### src/rtl/cfi_pkg.sv
package cfi_pkg;
  localparam int MAX_REGIONS = 4;

  typedef enum logic [1:0] {
    BW8   = 2'd0,
    BW16  = 2'd1,
    BW32  = 2'd2,
    BW32X = 2'd3
  } bus_width_e;

  typedef struct packed {
    logic       active;
    bus_width_e width;
    logic       selSig;
    logic       selPri;
    logic       selCount;
    logic       selSize;
    logic       selRegion;
    logic [1:0] charIdx;
    logic [1:0] regionIdx;
    logic [1:0] fieldIdx;
  } cfi_strobe_t;
endpackage

### src/rtl/cfi_ctrl.sv
module cfi_ctrl
  import cfi_pkg::*;
#(
  parameter int ADDR_W      = 12,
  parameter int NUM_REGIONS = 4
) (
  input  logic              queryMode,
  input  logic [1:0]        busWidth,
  input  logic [ADDR_W-1:0] addr,
  output cfi_strobe_t       strb
);
  localparam logic [ADDR_W-1:0] SIG_BASE = ADDR_W'(8'h10);
  localparam logic [ADDR_W-1:0] SIZE_IDX = ADDR_W'(8'h27);
  localparam logic [ADDR_W-1:0] CNT_IDX  = ADDR_W'(8'h2C);
  localparam logic [ADDR_W-1:0] REG_BASE = ADDR_W'(8'h2D);
  localparam logic [ADDR_W-1:0] REG_END  = ADDR_W'(8'h2D + 4 * NUM_REGIONS);
  localparam logic [ADDR_W-1:0] PRI_BASE = ADDR_W'(8'h40);

  bus_width_e        width;
  logic [ADDR_W-1:0] idx;
  logic [ADDR_W-1:0] sigOff;
  logic [ADDR_W-1:0] regOff;
  logic [ADDR_W-1:0] priOff;

  always_comb begin
    width = bus_width_e'(busWidth);
    case (width)
      BW8:     idx = addr;
      BW16:    idx = addr >> 1;
      default: idx = addr >> 2;
    endcase
    sigOff = idx - SIG_BASE;
    regOff = idx - REG_BASE;
    priOff = idx - PRI_BASE;

    strb           = '0;
    strb.width     = width;
    strb.active    = queryMode;
    strb.charIdx   = sigOff[1:0];
    strb.regionIdx = regOff[3:2];
    strb.fieldIdx  = regOff[1:0];
    if (queryMode) begin
      strb.selSig    = (idx >= SIG_BASE) && (idx < SIG_BASE + ADDR_W'(3));
      strb.selSize   = (idx == SIZE_IDX);
      strb.selCount  = (idx == CNT_IDX);
      strb.selRegion = (idx >= REG_BASE) && (idx < REG_END);
      strb.selPri    = (idx >= PRI_BASE) && (idx < PRI_BASE + ADDR_W'(3));
      if (strb.selPri) strb.charIdx = priOff[1:0];
    end
  end
endmodule

### src/rtl/cfi_datapath.sv
module cfi_datapath
  import cfi_pkg::*;
#(
  parameter int NUM_REGIONS = 4
) (
  input  logic                      clk,
  input  logic                      rstN,
  input  cfi_strobe_t               strb,
  input  logic [NUM_REGIONS*16-1:0] regionCount,
  input  logic [NUM_REGIONS*16-1:0] regionUnit,
  output logic [31:0]               qryData
);
  localparam int SUM_W = 32 + $clog2(NUM_REGIONS + 1);

  logic [NUM_REGIONS-1:0] regActive;
  logic [15:0]            cntM1   [NUM_REGIONS];
  logic [15:0]            unitVal [NUM_REGIONS];
  logic [SUM_W-1:0]       totalUnits;
  logic [7:0]             sizeLog2;
  logic [7:0]             activeCount;
  logic [7:0]             tblByte;

  for (genvar i = 0; i < NUM_REGIONS; i++) begin : g_region
    logic [15:0] cnt;
    assign cnt        = regionCount[i*16 +: 16];
    assign unitVal[i] = regionUnit[i*16 +: 16];
    assign cntM1[i]   = cnt - 16'd1;
    if (i == 0) begin : g_first
      assign regActive[i] = (cnt != 16'd0);
    end else begin : g_rest
      assign regActive[i] = regActive[i-1] && (cnt != 16'd0);
    end
  end

  always_comb begin
    totalUnits = '0;
    for (int i = 0; i < NUM_REGIONS; i++) begin
      if (regActive[i])
        totalUnits = totalUnits + SUM_W'(regionCount[i*16 +: 16] * regionUnit[i*16 +: 16]);
    end
    sizeLog2 = 8'd0;
    for (int b = 0; b < SUM_W; b++) begin
      if (totalUnits[b]) sizeLog2 = 8'(b + 8);
    end
    activeCount = 8'($countones(regActive));
  end

  always_comb begin
    tblByte = 8'h00;
    if (strb.selSig) begin
      case (strb.charIdx)
        2'd0:    tblByte = 8'h51;
        2'd1:    tblByte = 8'h52;
        default: tblByte = 8'h59;
      endcase
    end else if (strb.selPri) begin
      case (strb.charIdx)
        2'd0:    tblByte = 8'h50;
        2'd1:    tblByte = 8'h52;
        default: tblByte = 8'h49;
      endcase
    end else if (strb.selCount) begin
      tblByte = activeCount;
    end else if (strb.selSize) begin
      tblByte = sizeLog2;
    end else if (strb.selRegion) begin
      for (int i = 0; i < NUM_REGIONS; i++) begin
        if (strb.regionIdx == 2'(i) && regActive[i]) begin
          case (strb.fieldIdx)
            2'd0:    tblByte = cntM1[i][7:0];
            2'd1:    tblByte = cntM1[i][15:8];
            2'd2:    tblByte = unitVal[i][7:0];
            default: tblByte = unitVal[i][15:8];
          endcase
        end
      end
    end
  end

  always_ff @(posedge clk or negedge rstN) begin
    if (!rstN) begin
      qryData <= '0;
    end else if (!strb.active) begin
      qryData <= '0;
    end else begin
      case (strb.width)
        BW8:     qryData <= {24'h0, tblByte};
        BW16:    qryData <= {16'h0, tblByte, tblByte};
        default: qryData <= {4{tblByte}};
      endcase
    end
  end

  // leaving query mode clears the output on the next edge
  a_r9_idle_zero: assert property (@(posedge clk) disable iff (!rstN)
    !strb.active |=> qryData == 32'h0);
  // narrow bus keeps upper lanes clear
  a_r8_narrow_lanes: assert property (@(posedge clk) disable iff (!rstN)
    (strb.active && strb.width == BW8) |=> qryData[31:8] == 24'h0);
  // half-width bus duplicates into two lanes only
  a_r8_half_lanes: assert property (@(posedge clk) disable iff (!rstN)
    (strb.active && strb.width == BW16) |=>
      (qryData[31:16] == 16'h0 && qryData[15:8] == qryData[7:0]));
  // full-width bus has all lanes equal
  a_r8_wide_lanes: assert property (@(posedge clk) disable iff (!rstN)
    (strb.active && (strb.width == BW32 || strb.width == BW32X)) |=>
      (qryData[31:16] == qryData[15:0] && qryData[15:8] == qryData[7:0]));
  // region count never exceeds the configured maximum
  a_r2_count_bound: assert property (@(posedge clk) disable iff (!rstN)
    strb.selCount |=> qryData[7:0] <= 8'(NUM_REGIONS));
  // descriptor of an inactive region reads as zero
  a_r4_inactive_zero: assert property (@(posedge clk) disable iff (!rstN)
    (strb.selRegion && !regActive[strb.regionIdx]) |=> qryData == 32'h0);
endmodule

### src/rtl/cfi_query_responder.sv
module cfi_query_responder
  import cfi_pkg::*;
#(
  parameter int ADDR_W      = 12,
  parameter int NUM_REGIONS = 4
) (
  input  logic                      clk,
  input  logic                      rstN,
  input  logic                      queryMode,
  input  logic [1:0]                busWidth,
  input  logic [ADDR_W-1:0]         addr,
  input  logic [NUM_REGIONS*16-1:0] regionCount,
  input  logic [NUM_REGIONS*16-1:0] regionUnit,
  output logic [31:0]               qryData
);
  cfi_strobe_t strb;

  cfi_ctrl #(.ADDR_W(ADDR_W), .NUM_REGIONS(NUM_REGIONS)) u_ctrl (
    .queryMode (queryMode),
    .busWidth  (busWidth),
    .addr      (addr),
    .strb      (strb)
  );

  cfi_datapath #(.NUM_REGIONS(NUM_REGIONS)) u_dp (
    .clk         (clk),
    .rstN        (rstN),
    .strb        (strb),
    .regionCount (regionCount),
    .regionUnit  (regionUnit),
    .qryData     (qryData)
  );
endmodule

### config.mk
export PLATFORM = sky130hd
export DESIGN_NAME = cfi_query_responder
export DESIGN_NICKNAME = d
export VERILOG_FILES = /design/src/rtl/cfi_pkg.sv /design/src/rtl/cfi_ctrl.sv /design/src/rtl/cfi_datapath.sv /design/src/rtl/cfi_query_responder.sv
export SDC_FILE = /design/constraint.sdc
export NUM_CORES = 2
export LEC_CHECK = 0
export BUFFER_PORTS_ARGS = -buffer_cell sky130_fd_sc_hd__buf_4
export CORE_ASPECT_RATIO = 0.9
export CORE_MARGIN = 2
export CORE_UTILIZATION = 47
export CTS_BUF_LIST = sky130_fd_sc_hd__clkbuf_4 sky130_fd_sc_hd__clkbuf_8
export CTS_CLUSTER_SIZE = 12
export DETAILED_ROUTE_END_ITERATION = 10
export PLACE_DENSITY = 0.68
export SLEW_MARGIN = 30
export SYNTH_ARGS = -nofsm -noshare
export SYNTH_HDL_FRONTEND = slang
export SYNTH_SLANG_ARGS = --single-unit
### constraint.sdc
create_clock -name clk -period 0.8 [get_ports clk]
set_input_delay 0.08 -clock clk [delete_from_list [all_inputs] [get_ports clk]]
set_output_delay 0.08 -clock clk [all_outputs]
set_load 0.01 [all_outputs]
== Word level (Yosys, flattened, before mapping) ==
Index checks and enable logic that the tools add are counted.

* Multipliers: 4
* Magnitude comparators: 6
* Muxes and demuxes: 59
* Add/subtract/negate cells: 13
* Equal/unequal tests: 9
* Reductions and logical operators: 18

{| class="wikitable"
|+ Operator list
! kind !! count
|-
| $mul A16 B16 Y32 || 4
|-
| $mux W35 || 3
|-
| $pmux W8 S3 || 4
|-
| $mux W5 || 16
|-
| $mux W8 || 9
|-
| $add A35 B32 Y35 || 2
|-
| $mux W6 || 11
|-
| $mux W32 || 2
|-
| $pmux W32 S2 || 1
|-
| $reduce_bool A16 Y1 || 4
|-
| $sub A16 B1 Y16 const B || 4
|-
| $add A32 B32 Y33 || 1
|-
| $mux W4 || 8
|-
| $eq A12 B6 Y1 const B || 2
|-
| $pmux W12 S2 || 1
|-
| $ge A12 B5 Y1 const B || 1
|-
| $ge A12 B6 Y1 const B || 1
|-
| $ge A12 B7 Y1 const B || 1
|-
| $lt A12 B5 Y1 const B || 1
|-
| $lt A12 B6 Y1 const B || 1
|-
| $lt A12 B7 Y1 const B || 1
|-
| $logic_and A1 B1 Y1 || 10
|-
| $pmux W5 S2 || 1
|-
| $add A8 B8 Y8 || 1
|-
| other kinds (9) || 19
|}

* Word-level logic and storage cells: 110
* Input bits: 145
* Register bits after elaboration: 32
* Output and inout bits: 32

== Depth between registers and ports, before layout ==
* Word-level depth: 49
* Depth in mapped cells: 69
* Gate-level depth less buffers: 65

== Modules after synthesis ==
From an unflattened synthesis, not the netlist that was laid out.

* Cells, all modules: 5234
* Area total of the unflattened synthesis: 43888.3 µm²

{| class="wikitable"
|+ Modules (own cells, without submodules)
! module !! sequential area each (µm²) !! area each (µm²) !! cells each !! instances
|-
| cfi_datapath || 600.6 || 43345.3 || 5165 || 1
|-
| cfi_ctrl || 0.0 || 543.0 || 69 || 1
|}

== Worst setup path after synthesis ==
No wires, ideal clock.

* Path kind: in2reg
* Start point: input port regionCount[10]
* End point: register u_dp.qryData[1]
* Slack: -15872 ps
* Library setup time: 73 ps
* Buffers on the path: 3
* Arrival: 16599 ps
* Cell stages on the path: 63
* Required time: 727 ps
* Cells stage by stage: clkbuf_1 -> clkbuf_1 -> nand2_1 -> fa_1 -> fa_1 -> fa_1 -> fa_1 -> inv_1 -> fa_1 -> inv_1 -> fa_1 -> inv_1 -> ha_1 -> o21a_1 -> a2111oi_0 -> or3_1 -> o31ai_1 -> xnor2_1 -> [... 27 more ...] -> fa_1 -> inv_1 -> fa_1 -> fa_1 -> inv_1 -> ha_1 -> a21o_1 -> a21o_1 -> a2111oi_0 -> o32ai_1 -> o211ai_1 -> a31oi_1 -> xnor2_1 -> o221ai_1 -> o22a_1 -> and3_1 -> a221o_1 -> nor2b_1

* Longest elaborated chain between the ends: 48
* Elaborated cells between the ends (all ways): 64
* Classes of those cells: 6 x add/sub; 1 x mul; 49 x mux; 8 x reduce/logical

{| class="wikitable"
|+ Ends and longest elaborated chain
! element !! line !! RTL
|-
| from (decl) || cfi_query_responder.sv:12 || <nowiki>input logic [NUM_REGIONS*16-1:0] regionCount,</nowiki>
|-
| parallel branches: the longest is 43 deep, another holds $add A35 B32 Y35 || n/a ||
|-
| $mux W8 (*) || cfi_datapath.sv:62 || <nowiki>end else if (strb.selCount) begin</nowiki>
|-
| $mux W8 (*) || cfi_datapath.sv:56 || <nowiki>end else if (strb.selPri) begin</nowiki>
|-
| $mux W8 (*) || cfi_datapath.sv:50 || <nowiki>if (strb.selSig) begin</nowiki>
|-
| $pmux W32 S2 (*) || cfi_datapath.sv:86 || <nowiki>case (strb.width)</nowiki>
|-
| $mux W32 (*) || cfi_datapath.sv:83 || <nowiki>end else if (!strb.active) begin</nowiki>
|-
| to (signal assigned) || cfi_datapath.sv:87 || <nowiki>BW8: qryData <= {24'h0, tblByte};</nowiki>
|-
| to (signal assigned) || cfi_datapath.sv:88 || <nowiki>BW16: qryData <= {16'h0, tblByte, tblByte};</nowiki>
|-
| to (signal assigned) || cfi_datapath.sv:89 || <nowiki>default: qryData <= {4{tblByte}};</nowiki>
|-
| to (decl) || cfi_datapath.sv:11 || <nowiki>output logic [31:0] qryData</nowiki>
|}

Mark *: on every way between the ends.

== Final worst setup path ==
* Start point: input port regionUnit[4]
* End point: register u_dp.qryData[1]

* Longest elaborated chain between the ends: 45

{| class="wikitable"
|+ Ends and longest elaborated chain
! element !! line !! RTL
|-
| from (decl) || cfi_query_responder.sv:13 || <nowiki>input logic [NUM_REGIONS*16-1:0] regionUnit,</nowiki>
|-
| $mul A16 B16 Y32 (*) || cfi_datapath.sv:39 || <nowiki>totalUnits = totalUnits + SUM_W'(regionCount[i*16 +: 16] * regionUnit[i*16 +: 16]);</nowiki>
|-
| $mux W32 (*) || cfi_datapath.sv:38 || <nowiki>if (regActive[i])</nowiki>
|-
| $add A32 B32 Y33 || cfi_datapath.sv:39 ||
|-
| $mux W35 (*) || cfi_datapath.sv:38 ||
|-
| $add A35 B32 Y35 || cfi_datapath.sv:39 ||
|-
| $mux W35 (*) || cfi_datapath.sv:38 ||
|-
| $add A35 B32 Y35 || cfi_datapath.sv:39 ||
|-
| $mux W35 (*) || cfi_datapath.sv:38 ||
|-
| [... 20 more ...] || n/a ||
|-
| $mux W6 (10 in a row) || cfi_datapath.sv:43 || <nowiki>if (totalUnits[b]) sizeLog2 = 8'(b + 8);</nowiki>
|-
| $mux W6 (*) || cfi_datapath.sv:43 ||
|-
| $mux W8 (*) || cfi_datapath.sv:64 || <nowiki>end else if (strb.selSize) begin</nowiki>
|-
| $mux W8 (*) || cfi_datapath.sv:62 ||
|-
| $mux W8 (*) || cfi_datapath.sv:56 ||
|-
| $mux W8 (*) || cfi_datapath.sv:50 ||
|-
| $pmux W32 S2 (*) || cfi_datapath.sv:86 ||
|-
| $mux W32 (*) || cfi_datapath.sv:83 ||
|}

Every way passes the cells marked *; elsewhere a longest branch is shown, timed or not.

==> run_results.csv <==
group,metric,value,unit
timing,post-route-min-period,16.37,ns
yosys,synth_cell_types,106,
global_routing,grt_max_degree,38,
routing,dr.pass1.iters,6,
yosys,ys.warnings.count,0,
yosys,synth.avg_cell_area,8.19,um^2
final_layout,fin_nets,7837,
final_layout,fin_area,56700,um^2
routing,post_drt_via_cell_ratio,5.32,
critical_path,required,1.00,ns
placement,hpwl,136,mm
die,core,91300,um^2
critical_path,cp.arrival,16.57,ns
die,rows,105,
clock_network,clk_pin_slew,0.08,ns
global_routing,gr-total-overflow,0,
run_status,outcome,"finished, violations left",
yosys,synth_flop_cell,"dfrtp_1",
timing,worst_slew_pin_slew,0.753,ns
die,io_pins,177,
timing,finalCritPeriodShare,2050,%
timing,slew_violations,0,
die,dieArea,94700,um^2
yosys,syn_nets,6744,
final_layout,final_cell_mix,"buf_4, inv_1, fa_1",
clock_network,cts_root_buffer,"clkbuf_8",
routing,drc,0,
routing,drt_wl_total,156,mm
die,floorplan.initialDensity,47.5,%
die,die_h,292,um
timing,finalSetupViolCount,56,
global_routing,globalRouteTotalUtil,33.3,%
critical_path,worst-path-max-fanout,6,
final_layout,largest_register_ffs,24,
timing,slew_headroom,49.2,%
clock_network,htreeDepth,1,
routing,vias,40500,
yosys,synthTopCellsByArea,"fa_1, ha_1, inv_1",
yosys,synth_largest_area_cell,"fa_1",
routing,drtAntennaViolNets,0,
final_layout,regMostFlops,"u_dp.qryData",
clock_network,cts_made_buffers,3,
final_layout,final-seq-area,601,um^2
final_layout,drive_gt1_share,27.2,%
placement,io_buffers,176,
final_layout,multi_input_area,39400,um^2
timing,timing.fmax,61.1,MHz
yosys,synth_top_area_share,40.3,%
global_routing,antenna_found_initial,1,
final_layout,num_antenna_cells,0,
final_layout,final_common_cell,"buf_4",
yosys,async_reset_ff_share,100,%
final_layout,fill_cells,8062,
run_status,violations,"setup timing",
clock_network,cts.sinks,24,
critical_path,critPathKind,"input pin to flip-flop",
global_routing,grt_pass1_vias,42800,
yosys,synthesis.area,43300,um^2
final_layout,synthToLayoutAreaGrowth,30.8,%
critical_path,endpoint_kind,"flip-flop",
final_layout,reg_top3,"u_dp.qryData (24)",
yosys,synth_edf_count,0,
die,die_w,324,um
critical_path,cp_slowest_cell,"fa_2",
critical_path,crit_path_max_incr_delay,0.60,ns
final_layout,final_util,62.1,%
timing,rsz0062_at_grt,"yes",
yosys,ys_ff_latch,24,
clock_network,clockBufferDepth,2,
routing,drtIter0Drc,2753,
critical_path,cp-start-kind,"input pin",
timing,finalWorstSetupSlack,-15.57,ns
job,cap_violations,0,
placement,gp_congestion,1.02,
yosys,synthesis.instances,5293,
placement,placed_area,54600,um^2
timing,timing.hold.ws,0.185,ns
min_path,hold_class,"input pin to flip-flop",
routing,wl_per_cell,20.4,um
yosys,seq_area_frac_synth,1.39,%
timing,timing.final.hold_violations,0,
critical_path,crit_top_cell,"fa_1",
global_routing,grt_pass1_wl,241,mm
clock_network,cts_tree,"done",
-- layer usage --
layer / vias to the layer above / part of all wire, % / wire length (um) / track usage [%]
met5: - / 0 / 0 / 0
met4: 0 / 2.6 / 4000 / 7.40
met3: 222 / 9.7 / 15100 / 7.59
met2: 1472 / 44 / 69000 / 51.8
met1: 20200 / 43 / 67500 / 47.2
li1: 18600 / - / - / -
-- per-stage QoR --
| stage | setup WS [ns] | instances | TNS (ns) |
|---|---|---|---|
| after floorplan | -14.95 | 5293 | -275.11 |
| after global placement | -16.16 | 7554 | -305.57 |
| after detailed placement | -16.41 | 7554 | -309.74 |
| after CTS | -15.56 | 7594 | -292.14 |
| after global routing | -16.02 | 7615 | -300.91 |
| final | -15.57 | 7615 | -291.63 |
-- cell families (layout without fill, tap and decap cells) --
logic type | count (synthesis) | count (layout) | synth area share, %
AOI/OAI and AO/OA | 677 | 677 | 10.4
xor gates and xnor gates | 138 | 138 | 2.79
adders and majority gates | 1306 | 1306 | 52.8
buffers and inverters | 1323 | 2415 | 11.7
DFF | 24 | 24 | 1.39
muxes | 29 | 29 | 0.690
and+or+nand+nor | 1796 | 1796 | 20.2
-- final timing paths --
| path | slack [ns] | to | cells after the start | startpoint |
|---|---|---|---|---|
| setup / recovery | -15.57 | u_dp.qryData[1] | 66 | regionUnit[4] |
| hold / removal | 0.18 | u_dp.qryData[8] | 4 | queryMode |
| max in group asynchronous | 0.33 | u_dp.qryData[10] | 2 | rstN |
| min in group asynchronous | 0.24 | u_dp.qryData[15] | 2 | rstN |
-- worst max-delay path, delay by kind of cell --
kind	cells	cell delay [ns]
buffers and inverters	14	1.24
AND/OR/NAND/NOR	11	1.25
adder cells (fa/ha/maj)	21	9.26
AO/OA/AOI/OAI	17	4.04
XOR/XNOR	3	0.69
-- area by class of cell --
cell class	count	area share [%]
clock buffer	3	0.0728
clock inverter	1	0.0530
inverter	1027	6.80
multi-input combinational	3946	69.5
sequential	24	1.06
tap	1230	2.71
timing repair buffer	1384	19.8
-- timing repair --
action | in CTS | in global routing
gates cloned | 1 | 0
hold buffers | 1 | 0
pin swaps | 113 | 132
endpoints found under the setup margin | 56 | 56
endpoints found under the hold margin | 24 | 0
buffers inserted | 34 | 22
resized for setup | 199 | 181
-- Yosys cell counts, types with 44 or more instances --
cell and n:
nand3_1 51, nand2_1 805, ha_1 433, xor2_1 52
o211ai_1 44, a211oi_1 49, nor3_1 56, inv_1 1025
nor2_1 215, and2_1 472, xnor2_1 86, fa_1 873
o21ai_0 129, a21oi_1 181, clkbuf_1 241
Power is left out: the tool's default activity adds up to more than one toggle a clock period on the data nets, which glitch-free logic cannot reach.
